[src/rtl/busarb_pkg.sv]
package busarb_pkg;

    localparam int STAT_W = 3;

    // status classes
    typedef enum logic [1:0] {
        CLS_IO   = 2'd0,
        CLS_HALT = 2'd1,
        CLS_MEM  = 2'd2,
        CLS_IDLE = 2'd3
    } stat_cls_e;

    // {cfg_io_split_n, cfg_local}
    typedef enum logic [1:0] {
        MD_IOSPLIT  = 2'b00,
        MD_COMBINED = 2'b01,
        MD_SINGLE   = 2'b10,
        MD_LOCAL    = 2'b11
    } mode_e;

    typedef struct packed {
        logic want;        // status calls for the bus
        logic share_trig;  // release if another master asks
        logic hard_trig;   // release on halt or lost priority
    } rule_t;

    localparam logic [STAT_W-1:0] ST_HALT = 3'b011;
    localparam logic [STAT_W-1:0] ST_IDLE = 3'b111;

    function automatic stat_cls_e classify(input logic [STAT_W-1:0] s);
        if (s == ST_HALT)           return CLS_HALT;
        else if (s == ST_IDLE)      return CLS_IDLE;
        else if (s[STAT_W-1])       return CLS_MEM;
        else                        return CLS_IO;
    endfunction

endpackage

[src/rtl/busarb_decode.sv]
module busarb_decode
    import busarb_pkg::*;
(
    input  logic [STAT_W-1:0] stat,
    output stat_cls_e         cls
);
    always_comb cls = classify(stat);
endmodule

[src/rtl/busarb_rules.sv]
module busarb_rules
    import busarb_pkg::*;
(
    input  mode_e     mode,
    input  stat_cls_e cls,
    input  logic      sys_sel,
    input  logic      share_req,
    input  logic      prio_lost,
    output rule_t     rule
);
    logic is_io, is_mem, is_halt, is_idle, active;

    always_comb begin
        is_io   = (cls == CLS_IO);
        is_mem  = (cls == CLS_MEM);
        is_halt = (cls == CLS_HALT);
        is_idle = (cls == CLS_IDLE);
        active  = is_io | is_mem;

        rule.hard_trig = is_halt | prio_lost;
        unique case (mode)
            MD_SINGLE: begin
                rule.want       = active;
                rule.share_trig = is_idle & share_req;
            end
            MD_LOCAL: begin
                rule.want       = active & sys_sel;
                rule.share_trig = (is_idle | ~sys_sel) & share_req;
            end
            MD_IOSPLIT: begin
                rule.want       = is_mem;
                rule.share_trig = (is_io | is_idle) & share_req;
            end
            MD_COMBINED: begin
                rule.want       = is_mem & sys_sel;
                rule.share_trig = (is_io | ~sys_sel) & share_req;
            end
            default: begin
                rule.want       = 1'b0;
                rule.share_trig = 1'b0;
            end
        endcase
    end
endmodule

[src/rtl/busarb_track.sv]
module busarb_track
    import busarb_pkg::*;
(
    input  logic  clk,
    input  logic  rst,
    input  rule_t rule,
    input  logic  prio_lost,
    input  logic  hold_all,
    input  logic  hold_share,
    output logic  bus_req,
    output logic  bus_owned,
    output logic  pend
);
    logic owned_q, pend_q, owned_d, pend_d;
    logic release_c, gain_c;

    always_comb begin
        release_c = rule.hard_trig | (rule.share_trig & ~hold_share);
        gain_c    = (rule.want | pend_q) & ~prio_lost;
        owned_d   = owned_q ? ~(release_c & ~hold_all) : gain_c;
        pend_d    = ~owned_d & (pend_q | rule.want);
    end

    always_ff @(posedge clk) begin
        if (rst) begin
            owned_q <= 1'b0;
            pend_q  <= 1'b0;
        end else begin
            owned_q <= owned_d;
            pend_q  <= pend_d;
        end
    end

    assign bus_req   = owned_q | pend_q | rule.want;
    assign bus_owned = owned_q;
    assign pend      = pend_q;
endmodule

[src/rtl/mm_bus_arbiter.sv]
module mm_bus_arbiter
    import busarb_pkg::*;
(
    input  logic              clk,
    input  logic              rst,
    input  logic [STAT_W-1:0] stat,
    input  logic              cfg_io_split_n,
    input  logic              cfg_local,
    input  logic              sys_sel,
    input  logic              share_req,
    input  logic              prio_lost,
    input  logic              hold_all,
    input  logic              hold_share,
    output logic              bus_req,
    output logic              bus_owned
);
    stat_cls_e cls;
    rule_t     rule;
    mode_e     mode;
    logic      pend_w;

    assign mode = mode_e'({cfg_io_split_n, cfg_local});

    busarb_decode u_dec (.stat(stat), .cls(cls));

    busarb_rules u_rules (
        .mode(mode), .cls(cls), .sys_sel(sys_sel),
        .share_req(share_req), .prio_lost(prio_lost), .rule(rule)
    );

    busarb_track u_track (
        .clk(clk), .rst(rst), .rule(rule), .prio_lost(prio_lost),
        .hold_all(hold_all), .hold_share(hold_share),
        .bus_req(bus_req), .bus_owned(bus_owned), .pend(pend_w)
    );
endmodule

[config.mk]
export PLATFORM = sky130hd
export DESIGN_NAME = mm_bus_arbiter
export DESIGN_NICKNAME = d
export VERILOG_FILES = /design/src/rtl/busarb_pkg.sv /design/src/rtl/busarb_decode.sv /design/src/rtl/busarb_rules.sv /design/src/rtl/busarb_track.sv /design/src/rtl/mm_bus_arbiter.sv
export SDC_FILE = /design/constraint.sdc
export NUM_CORES = 1
export LEC_CHECK = 0
export CAP_MARGIN = 5
export CORE_AREA = 2 2 39 41
export CTS_CLUSTER_DIAMETER = 30
export DETAILED_ROUTE_END_ITERATION = 16
export DIE_AREA = 0 0 41 43
export PLACE_DENSITY_LB_ADDON = 0.12
export SYNTH_ARGS = -nofsm -noshare
export SYNTH_HDL_FRONTEND = slang
export SYNTH_HIERARCHICAL = 1
export SYNTH_SLANG_ARGS = --single-unit
[constraint.sdc]
create_clock -name clk -period 1.7 [get_ports clk]
set_input_delay 0.17 -clock clk [delete_from_list [all_inputs] [get_ports clk]]
set_output_delay 0.17 -clock clk [all_outputs]
set_load 0.05 [all_outputs]
==> impl_metrics.ini <==
[status]
status = finished, final reports clean

[grt]
grt_max_degree = 6
grt.overflow.total = 0
grt_pass1_vias = 244
grt_usage_pct = 7.816
antenna_found_initial = 0
grt_pass1_wl_um = 903

[placed_design]
place_area_sq_um = 332.8
post-dp-hpwl_um = 439.2
gp_congestion = 0.6040
numPortBuffers = 13
pre_cts_slack_ns = -0.09016

[logic_synthesis]
synth_seq_area_share_pct = 22.70
syn_avg_cell_area_sq_um = 7.670
syn_inst = 23
synth_cell_types = 18
synth-seq-cells = 2
synth_area_sq_um = 176.4
yosysWarningCount = 6
synth.net_count = 35

[clocking]
clock-sinks = 2
tritoncts = yes
numCtsBuffers = 3
path_clk_slew_ns = 0.03
clkLatencyLatePin_ns = 0.22
h-tree-depth = 1
holdBufCountCts = 0
root_buffer = clkbuf_4
clock_path_buffers = 2

[setup_path]
arrival_ns = 1.46
cp-end-kind = primary output
cp_num_buf_inv = 3
crit_family = buffers and inverters
startpoint_type = input port
crit_chain = clkdlybuf4s50_1 -> and2_4 -> buf_4 -> a211oi_2 -> or3_1 -> buf_6
critPathKind = input port to primary output
max_stage_delay_ns = 0.46
required_ns = 1.53
crit_slowest_cell = clkdlybuf4s50_1
path_max_fanout = 4

[layout]
fin_area_sq_um = 366.6
multiInputGateArea_sq_um = 128.9
seqCellArea_sq_um = 40.04
nets = 54
num_antenna_cells = 0
mostFrequentLayoutCells = clkdlybuf4s50_1, clkbuf_4, buf_4, inv_1
num-fill-cells = 151
drive_gt1_share_pct = 27.50
final_common_cell = clkdlybuf4s50_1
syn2layout_area_growth_pct = 107.8

[sta]
setup_viol = 0
skew_ns = 0.005637
setup_slack_ns = 0.06922
min_period_over_period_pct = 95.93
rsz0062_at_grt = false
fmax_mhz = 613.2
setup_tns_ns = 0
period_minus_slack_ns = 1.631
tightest_slew_ns = 0.2085
max_slew_margin_pct = 86.08
hold_viol = 0
slew_violations = 0

[detailed_routing]
via_count = 229
drc_errors = 0
routed_wl_um = 561
drt_pass1_iterations = 4
drt_iter0_drc = 9
ant_nets = 0
vias_per_cell = 4.089
wl_per_cell_um = 10.02

[floorplanning]
ios = 14
core_area_sq_um = 1384
die_width_um = 41
die_y_um = 43
start_util_pct = 12.75
rows = 14
fp.dieArea_sq_um = 1763

[pwr]
power_frac_seq_pct = 21.5
p_leak_nw = 0.1705
p_sw_share_pct = 28.60
power_switching_mw = 0.07215
p_comb_share_pct = 37.2
internal_power_mw = 0.1801
ir_drop_uv = 423.5
p_clk_share_pct = 41.3
power.density_nw_per_um2 = 688.2

[hold_path]
hp-class = input port to flip-flop

[job]
max_cap_violations = 0
## layer usage
| layer | vias up | part of all wire, % | global-route usage [%] |
|---|---|---|---|
| li1 | 113 | - | - |
| met1 | 102 | 42 | 7.348 |
| met2 | 14 | 44 | 11.25 |
| met3 | 0 | 14 | 5.236 |
| met4 | 0 | 0 | 6.000 |
| met5 | - | 0 | 0 |
## power groups by stage
stage,logic (mW),registers [mW],clock network (mW)
after CTS,0.0901,0.0543,0.110
final,0.0938,0.0542,0.104
after floorplan,0.0379,0.0617,0
after global routing,0.101,0.0548,0.115
after detailed placement,0.0882,0.0548,0
after global placement,0.0878,0.0547,0
## synthesized netlist by cell type, drive strengths merged
master | instances | area (sq um)
nor3 | 1 | 5.000
inv | 3 | 11.26
a21o | 1 | 7.510
o21bai | 1 | 7.510
nand2 | 1 | 3.750
a21oi | 1 | 5.000
o31a | 1 | 8.760
and2 | 1 | 6.260
or3 | 1 | 6.260
dfxtp | 2 | 40.04
o211a | 1 | 10.01
nor3b | 1 | 12.51
nor2 | 2 | 7.510
clkbuf | 1 | 3.750
nor2b | 3 | 26.27
o21a | 1 | 7.510
a211oi | 1 | 7.510
## final timing paths
| path | to | startpoint | slack [ns] | depth (start not counted) |
|---|---|---|---|---|
| worst max-delay path | bus_req | stat[1] | 0.07 | 6 |
| worst min register to register | u_track/pend$_SDFF_PP0_ | u_track/pend$_SDFF_PP0_ | 0.59 | 3 |
| worst max register to register | u_track/pend$_SDFF_PP0_ | u_track/bus_owned$_SDFF_PP0_ | 0.90 | 2 |
| worst min-delay path | u_track/bus_owned$_SDFF_PP0_ | rst | 0.55 | 2 |
## stage by stage
| stage | hold WS, ns | instances | power (mW) | util (%) |
|---|---|---|---|---|
| after floorplan | 0.2395 | 23 | 0.09957 | - |
| after global placement | 0.5743 | 53 | 0.1425 | 24.05 |
| after detailed placement | 0.5794 | 53 | 0.1430 | 24.05 |
| after CTS | 0.5443 | 56 | 0.2542 | 25.86 |
| after global routing | 0.5558 | 56 | 0.2702 | 26.49 |
| final | 0.5476 | 56 | 0.2523 | 26.49 |
## flip-flops by register name, indices dropped and copies added, names as in the netlist
name,cells
u_track/bus_owned,1
u_track/pend,1
## cell type report
| cell class | count | area share, % |
|---|---|---|
| well taps | 16 | 5.461 |
| inverters | 3 | 3.072 |
| multi-input cells | 17 | 35.15 |
| flip-flops and latches | 2 | 10.92 |
| repair buffers | 15 | 39.25 |
| clock buffers | 3 | 6.143 |
## cell families (layout without fill, tap and decap cells)
family                 Yosys count  in the layout  share of synthesized area (%)
AND/OR/NAND/NOR                 10             10                          38.30
buffers and inverters            4             21                          8.508
flip-flops                       2              2                          22.70
AO/OA/AOI/OAI                    7              7                          30.50
## timing repair
item                       CTS  global route
setup endpoints to repair    1             1
gates resized for setup      1             2
pin swaps                    0             1
setup buffers                0             0
Note: power is estimated with default switching activity, not from simulation.
